--- src/rtl/fbs_pkg.sv ---
package fbs_pkg;

  typedef enum logic [1:0] {
    ST_IDLE,
    ST_HDR,
    ST_PIX,
    ST_DRAIN
  } fbs_state_e;

  localparam int HDR_LEN = 5;

  localparam logic [7:0] CMD_COL_PTR = 8'h20;
  localparam logic [7:0] CMD_ROW_PTR = 8'h21;
  localparam logic [7:0] CMD_MEM_PORT = 8'h22;

  typedef struct packed {
    logic       dc;
    logic [7:0] val;
  } link_byte_t;

  // Frame header: pointer writes to the origin, then the memory-port command
  function automatic link_byte_t hdr_entry(input logic [2:0] step);
    link_byte_t e;
    case (step)
      3'd0:    e = '{dc: 1'b0, val: CMD_COL_PTR};
      3'd1:    e = '{dc: 1'b1, val: 8'h00};
      3'd2:    e = '{dc: 1'b0, val: CMD_ROW_PTR};
      3'd3:    e = '{dc: 1'b1, val: 8'h00};
      default: e = '{dc: 1'b0, val: CMD_MEM_PORT};
    endcase
    return e;
  endfunction

endpackage

--- src/rtl/fbs_pix_fifo.sv ---
module fbs_pix_fifo #(
  parameter int DEPTH = 2,
  parameter int DW    = 16
) (
  input  logic          clk,
  input  logic          rst_n,
  input  logic          push,
  input  logic [DW-1:0] din,
  input  logic          pop,
  output logic [DW-1:0] dout,
  output logic          empty
);
  localparam int PW = (DEPTH > 1) ? $clog2(DEPTH) : 1;
  localparam int CW = $clog2(DEPTH + 1);

  logic [DW-1:0] slot [DEPTH];
  logic [PW-1:0] wp, rp;
  logic [CW-1:0] cnt;

  function automatic logic [PW-1:0] nxt(input logic [PW-1:0] p);
    return (p == PW'(DEPTH - 1)) ? '0 : p + 1'b1;
  endfunction

  assign dout  = slot[rp];
  assign empty = (cnt == '0);

  always_ff @(posedge clk) begin
    if (push) slot[wp] <= din;
  end

  always_ff @(posedge clk) begin
    if (!rst_n) begin
      wp  <= '0;
      rp  <= '0;
      cnt <= '0;
    end else begin
      if (push) wp <= nxt(wp);
      if (pop)  rp <= nxt(rp);
      case ({push, pop})
        2'b10:   cnt <= cnt + 1'b1;
        2'b01:   cnt <= cnt - 1'b1;
        default: cnt <= cnt;
      endcase
    end
  end

endmodule

--- src/rtl/fbs_fetch.sv ---
module fbs_fetch #(
  parameter int NPIX   = 160 * 128,
  parameter int ADDR_W = 16,
  parameter int DEPTH  = 2
) (
  input  logic              clk,
  input  logic              rst_n,
  input  logic              start,
  input  logic              active,
  input  logic              pop,
  output logic              fb_rd,
  output logic [ADDR_W-1:0] fb_addr,
  input  logic [7:0]        fb_data,
  output logic              push,
  output logic [15:0]       push_data
);
  localparam int IDX_W = $clog2(NPIX + 1);
  localparam int CRD_W = $clog2(DEPTH + 1);

  logic [IDX_W-1:0] idx;
  logic             hi_ph;
  logic [CRD_W-1:0] resv;
  logic             lo_due, hi_due;
  logic [7:0]       lo_tmp;
  logic             issue_lo, issue_hi;

  // A pixel slot is reserved at its first read and freed when it leaves the buffer
  assign issue_lo = active && !hi_ph && (idx < IDX_W'(NPIX)) &&
                    ((resv < CRD_W'(DEPTH)) || pop);
  assign issue_hi = hi_ph;

  assign fb_rd     = issue_lo || issue_hi;
  assign fb_addr   = ADDR_W'({idx, hi_ph});
  assign push      = hi_due;
  assign push_data = {fb_data, lo_tmp};

  always_ff @(posedge clk) begin
    if (!rst_n) begin
      idx    <= '0;
      hi_ph  <= 1'b0;
      resv   <= '0;
      lo_due <= 1'b0;
      hi_due <= 1'b0;
      lo_tmp <= '0;
    end else begin
      lo_due <= issue_lo;
      hi_due <= issue_hi;
      if (lo_due) lo_tmp <= fb_data;
      case ({issue_lo, pop})
        2'b10:   resv <= resv + 1'b1;
        2'b01:   resv <= resv - 1'b1;
        default: resv <= resv;
      endcase
      if (start) begin
        idx   <= '0;
        hi_ph <= 1'b0;
      end else if (issue_lo) begin
        hi_ph <= 1'b1;
      end else if (issue_hi) begin
        hi_ph <= 1'b0;
        idx   <= idx + 1'b1;
      end
    end
  end

endmodule

--- src/rtl/fbs_seq.sv ---
module fbs_seq
  import fbs_pkg::*;
#(
  parameter int NPIX = 160 * 128
) (
  input  logic        clk,
  input  logic        rst_n,
  input  logic        sync_req,
  output logic        busy,
  output logic        start,
  output logic        fetch_active,
  input  logic        pix_empty,
  input  logic [15:0] pix_data,
  output logic        pop,
  output logic        tx_valid,
  input  logic        tx_ready,
  output logic [7:0]  tx_data,
  output logic        tx_dc
);
  localparam int IDX_W = $clog2(NPIX + 1);

  fbs_state_e       state;
  logic [2:0]       step;
  logic [IDX_W-1:0] sent;
  logic             lo_pend;
  logic [7:0]       lo_save;
  logic             pend;
  logic             slot_free;
  link_byte_t       hdr_b;

  assign slot_free    = !tx_valid || tx_ready;
  assign busy         = (state != ST_IDLE);
  assign fetch_active = (state == ST_HDR) || (state == ST_PIX);
  assign hdr_b        = hdr_entry(step);
  // A held request or one arriving with the final acceptance restarts at once
  assign start = ((state == ST_IDLE) && sync_req) ||
                 ((state == ST_DRAIN) && tx_ready && (pend || sync_req));
  assign pop   = (state == ST_PIX) && slot_free && !lo_pend && !pix_empty;

  always_ff @(posedge clk) begin
    if (!rst_n) begin
      state    <= ST_IDLE;
      step     <= '0;
      sent     <= '0;
      lo_pend  <= 1'b0;
      lo_save  <= '0;
      pend     <= 1'b0;
      tx_valid <= 1'b0;
      tx_data  <= '0;
      tx_dc    <= 1'b0;
    end else begin
      case (state)
        ST_IDLE: begin
          if (sync_req) state <= ST_HDR;
        end
        ST_HDR: begin
          if (slot_free) begin
            tx_valid <= 1'b1;
            tx_data  <= hdr_b.val;
            tx_dc    <= hdr_b.dc;
            if (step == 3'(HDR_LEN - 1)) state <= ST_PIX;
            else                         step  <= step + 1'b1;
          end
        end
        ST_PIX: begin
          if (slot_free) begin
            if (lo_pend) begin
              // second byte of the pixel: the lower memory address
              tx_valid <= 1'b1;
              tx_data  <= lo_save;
              tx_dc    <= 1'b1;
              lo_pend  <= 1'b0;
              if (sent == IDX_W'(NPIX)) state <= ST_DRAIN;
            end else if (!pix_empty) begin
              tx_valid <= 1'b1;
              tx_data  <= pix_data[15:8];
              tx_dc    <= 1'b1;
              lo_save  <= pix_data[7:0];
              lo_pend  <= 1'b1;
              sent     <= sent + 1'b1;
            end else begin
              tx_valid <= 1'b0;
            end
          end
        end
        default: begin
          // final byte on the link: busy falls once it is taken
          if (tx_ready) begin
            tx_valid <= 1'b0;
            state    <= start ? ST_HDR : ST_IDLE;
          end
        end
      endcase
      if (start) begin
        step    <= '0;
        sent    <= '0;
        lo_pend <= 1'b0;
        pend    <= 1'b0;
      end else if (sync_req && busy) begin
        pend <= 1'b1;
      end
    end
  end

endmodule

--- src/rtl/fb_stream_pusher.sv ---
module fb_stream_pusher #(
  parameter int FRAME_W   = 160,
  parameter int FRAME_H   = 128,
  parameter int PIX_DEPTH = 2,
  parameter int ADDR_W    = $clog2(2 * FRAME_W * FRAME_H)
) (
  input  logic              clk,
  input  logic              rst_n,
  input  logic              sync_req,
  output logic              busy,
  output logic              fb_rd,
  output logic [ADDR_W-1:0] fb_addr,
  input  logic [7:0]        fb_data,
  output logic              tx_valid,
  input  logic              tx_ready,
  output logic [7:0]        tx_data,
  output logic              tx_dc
);
  localparam int NPIX = FRAME_W * FRAME_H;

  logic        start, fetch_active, pop, push, pix_empty;
  logic [15:0] push_data, pix_data;

  fbs_fetch #(.NPIX(NPIX), .ADDR_W(ADDR_W), .DEPTH(PIX_DEPTH)) u_fetch (
    .clk       (clk),
    .rst_n     (rst_n),
    .start     (start),
    .active    (fetch_active),
    .pop       (pop),
    .fb_rd     (fb_rd),
    .fb_addr   (fb_addr),
    .fb_data   (fb_data),
    .push      (push),
    .push_data (push_data)
  );

  fbs_pix_fifo #(.DEPTH(PIX_DEPTH), .DW(16)) u_buf (
    .clk   (clk),
    .rst_n (rst_n),
    .push  (push),
    .din   (push_data),
    .pop   (pop),
    .dout  (pix_data),
    .empty (pix_empty)
  );

  fbs_seq #(.NPIX(NPIX)) u_seq (
    .clk          (clk),
    .rst_n        (rst_n),
    .sync_req     (sync_req),
    .busy         (busy),
    .start        (start),
    .fetch_active (fetch_active),
    .pix_empty    (pix_empty),
    .pix_data     (pix_data),
    .pop          (pop),
    .tx_valid     (tx_valid),
    .tx_ready     (tx_ready),
    .tx_data      (tx_data),
    .tx_dc        (tx_dc)
  );

endmodule

--- config.mk ---
export PLATFORM = sky130hd
export DESIGN_NAME = fb_stream_pusher
export DESIGN_NICKNAME = d
export VERILOG_FILES = /design/src/rtl/fbs_pkg.sv /design/src/rtl/fbs_pix_fifo.sv /design/src/rtl/fbs_fetch.sv /design/src/rtl/fbs_seq.sv /design/src/rtl/fb_stream_pusher.sv
export SDC_FILE = /design/constraint.sdc
export NUM_CORES = 1
export LEC_CHECK = 0
export ABC_AREA = 0
export BUFFER_PORTS_ARGS = -buffer_cell sky130_fd_sc_hd__buf_2
export CORE_ASPECT_RATIO = 0.9
export CORE_UTILIZATION = 53
export CTS_BUF_LIST = sky130_fd_sc_hd__clkbuf_16
export CTS_CLUSTER_SIZE = 20
export DETAILED_ROUTE_END_ITERATION = 12
export GPL_ROUTABILITY_DRIVEN = 0
export GPL_TIMING_DRIVEN = 0
export PLACE_DENSITY = 0.8
export SYNTH_ARGS = -nofsm -noshare
export SYNTH_HDL_FRONTEND = slang
export SYNTH_SLANG_ARGS = --single-unit
--- constraint.sdc ---
create_clock -name clk -period 2.4 [get_ports clk]
set_input_delay 0.72 -clock clk [delete_from_list [all_inputs] [get_ports clk]]
set_output_delay 0.72 -clock clk [all_outputs]
set_load 0.03 [all_outputs]
==> summary.md <==
| Metric | Value |
|---|---|
| Clk slew on worst S/H paths | `0.08 ns` |
| I/O pin total | `40` |
| Horiz. Die Dim | `between 90 and 100 um` |
| Largest family of logic cells by synthesized area | `simple AND/OR/NAND/NOR gates` |
| Worst r2r src | `u_seq.state[1]` |
| Setup slack at placement | `-0.345 ns` |
| RSZ-0062 raised after global routing | `true` |
| Root Driver | `clkbuf_16` |
| Crit path buffers/inverters | `2` |
| Static leakage | `between 1.5 and 2 nW` |
| GRT overflow | `0` |
| Crit Path Class | `reg -> out` |
| Synthesized area | `4490 um2` |
| First-pass GRT wire length | `15,500 um` |
| Syn-to-layout area delta | `16.4%` |
| Setup ws final | `-0.00932 ns` |
| Pin count of the biggest net entering global routing | `22` |
| Failing checks | `setup timing` |
| Design area | `5230 um2` |
| Ys flop type | `dfxtp_1` |
| Slew HR | `50.7%` |
| Setup Skew | `0.0123 ns` |
| Fmax | `415 MHz` |
| Simple-Gate Fraction of Synth Area | `15.8%` |
| Avg Vias per Cell | `5.72` |
| Worst Setup End Kind | `output pin` |
| Layout cells sized above 1 | `between 10% and 20%` |
| Delay of the slowest cell on the worst path | `0.36 ns` |
| Synth Area in XOR/XNOR | `4.48%` |
| Gate Count Post-Synth | `434` |
| Syn avg cell area | `10.4 um2` |
| CTS Sinks | `105` |
| WHS Endpoint | `u_buf.slot[1][5]` |
| Placement Cell Area | `slightly below 5000 um2` |
| Peak supply drop | `~0.46 mV` |
| Max-Cap Viols | `0` |
| Worst reg2reg setup slack | `0.27 ns` |
| Status | `finished, violations left` |
| Num rows | `31` |
| Num CTS Buffers | `9` |
| Post-synth EDFFs | `32` |
| Syn_nets | `460` |
| Arrival time worst endpoint | `1.69 ns` |
| Final Hold Fails | `0` |
| # hold bufs at CTS | `0` |
| GRT Total Usage | `22.7%` |
| Capturing point of the worst reg2reg path | `u_fetch.resv[1]` |
| DRC Markers | `0` |
| Routed wire per std cell | `around 16 um` |
| CP Launch Type | `register` |
| CP Max Fanout | `3` |
| FF-to-FF path depth | `7` |
| Hold Path Depth | `0` |
| Synthesized flop and latch total | `105` |
| Fin crit share | `100%` |
| Synth Area in Compound Gates | `12.0%` |
| CORE AREA | `roughly 8100 um2` |
| Mux contribution to synthesized area | `under 10%` |
| Placed insts | `571` |
| Yosys Warn Count | `0` |
| Netlist cell types | `48` |
| Die ar. | `between 8000 and 9000 um2` |
| Register area share after synthesis | `approximately 54%` |
| Req. time, crit path | `approximately 1.7 ns` |
| Total Power | `4.76 mW` |
| Ant. Diodes | `0` |
| Crit-path cells | `inv_4 > ha_4 > and2b_2 > and3_4 > o2111ai_4 > nand2_2 > buf_6` |
| Worst hold path class | `reg -> reg` |
| Drt pass-1 iters | `5` |
| Final #Nets | `514` |
| Tmin final | `around 2.4 ns` |
| Vias in the first global route | `~3,300` |
| Antenna violations before repair | `0` |
| DRT antenna net count | `0` |
| Worst-skew pair later-pin latency | `about 0.36 ns` |
| Post-Layout Cell Count | `592` |
| Critical path's top delay family | `simple AND/OR/NAND/NOR gates` |
| Clk buf depth | `2` |
| Final setup fails | `1` |
| Fin. max-slew vios | `0` |
| Fin util | `between 60% and 70%` |
| Buffers on Ports | `38` |
| Initial core utilization | `55.2%` |
| Asr flop ratio synth | `0%` |
| Die Span Y | `89.4 um` |
| Vias | `approximately 3,400` |
| Hold_sp | `u_fetch.lo_tmp[5]` |
| DR iter-0 viols | `164` |
| Worst Tran Pin Value | `approximately 0.74 ns` |
| Post-Synth Adder-Cell Area | `3.90%` |
| # H-tree levels | `3` |
| CTS tree | `built` |
| Fillers | `around 640` |
| Final wirelength | `9290 um` |
| Worst path slowest cell | `dfxtp_4` |
| HPWL Detailed | `6430 um` |
| P per Cell Area | `910 nW/um2` |
-- through the flow --
stage	hold slack, ns	TNS, ns
3_3_place_gp	0.428	-1.03
3_5_place_dp	0.444	-1.22
5_1_grt	0.478	-0.0624
4_1_cts	0.464	-0.00874
6_report	0.463	-0.00932
2_1_floorplan	0.425	0
-- how the worst max path moves through the flow --
| stage | from | end | slack, ns | cells past startpoint |
|---|---|---|---|---|
| after CTS | u_seq.state[0] | fb_rd | -0.009 | 7 |
| final | u_seq.state[0] | fb_rd | -0.009 | 7 |
| after global routing | u_seq.state[0] | fb_rd | -0.06 | 7 |
| after detailed placement | tx_ready | u_buf.cnt[1] | -0.35 | 8 |
| after floorplan | tx_ready | fb_rd | 0.002 | 5 |
| after global placement | tx_ready | fb_rd | -0.29 | 7 |
-- layer usage --
metal	vias to the layer above	wire length, um	track usage, %	share of wire (%)
li1	1677	-	-	-
met1	1626	4160	27.9	45
met2	69	4680	40.2	50
met3	12	361	4.14	3.9
met4	0	94	8.96	1.0
met5	-	0	0	0
-- power breakdown --
part           internal [mW]  leakage, nW  switching, mW  total [mW]
clock network          0.747        0.146          0.731        1.48
logic                  0.471        0.802          0.729        1.20
registers               1.99        0.889         0.0935        2.08
total                   3.21         1.84           1.55        4.76
-- worst register-to-register path, cell delays in order, from the launching register on --
cell and delay [ns]:
dfxtp_2 0.41, inv_1 0.08, ha_2 0.44, o2111ai_4 0.16
buf_4 0.18, ha_1 0.31, or3_1 0.36, a21oi_1 0.14
-- sequential cells by signal, indices dropped and copies added, names as in the netlist, 2 cells and up, named ones only --
| name | flops |
|---|---|
| u_buf.slot | 32 |
| u_fetch.idx | 15 |
| u_seq.sent | 15 |
| u_fetch.lo_tmp | 8 |
| u_seq.lo_save | 8 |
| u_seq.tx_data | 8 |
| u_seq.step | 3 |
| u_buf.cnt | 2 |
| u_fetch.resv | 2 |
| u_seq.state | 2 |
-- area by class of cell --
class	count	area, um2	area share (%)
clock inverters	7	80.1	1.53
flip-flops and latches	105	2430	46.4
well taps	99	124	2.37
repair buffers	47	274	5.24
clock buffers	9	225	4.31
multi-input cells	292	1950	37.3
inverters	15	58.8	1.12
plain buffers	18	90.1	1.72
-- Yosys cell counts, drive strengths merged, types with 8 or more instances --
cell | number | share of area, %
edfxtp | 32 | 21
nor2 | 57 | 4.8
xor2 | 10 | 1.9
nand3 | 9 | 1.0
nand2 | 26 | 2.2
a21oi | 27 | 3.0
xnor2 | 13 | 2.5
dfxtp | 73 | 33
or3 | 8 | 1.1
nand4 | 15 | 2.4
a211oi | 9 | 1.5
ha | 14 | 3.9
clkbuf | 12 | 1.0
inv | 15 | 1.3
o21ai | 22 | 2.5
buf | 10 | 1.4
mux2i | 28 | 6.2
-- cell families after synthesis --
family                   count (synthesis)
AND/OR/NAND/NOR                        142
flip-flops                             105
AO/OA/AOI/OAI                           85
buffers and inverters                   37
multiplexers                            28
XOR/XNOR                                23
adder cells (fa/ha/maj)                 14
-- layout by cell type (no fill, tap or decap), types with 10 or more instances in the layout --
cell type,Yosys,routed
dfxtp_1,73,70
inv_1,15,14
xnor2_1,13,13
mux2i_1,28,28
edfxtp_1,32,32
a21oi_1,27,27
o21ai_0,22,22
nor2_1,57,57
xor2_1,10,10
nand4_1,14,14
ha_1,14,12
nand2_1,26,25
clkbuf_1,11,10
buf_2,3,39
-- timing repair --
item,4_1_cts,5_1_grt
pin swaps,3,0
setup buffers,8,0
hold endpoints to repair,0,0
setup endpoints to repair,5,3
resized for setup,16,0
gates cloned,0,0
Note: power is estimated with default switching activity, not from simulation.
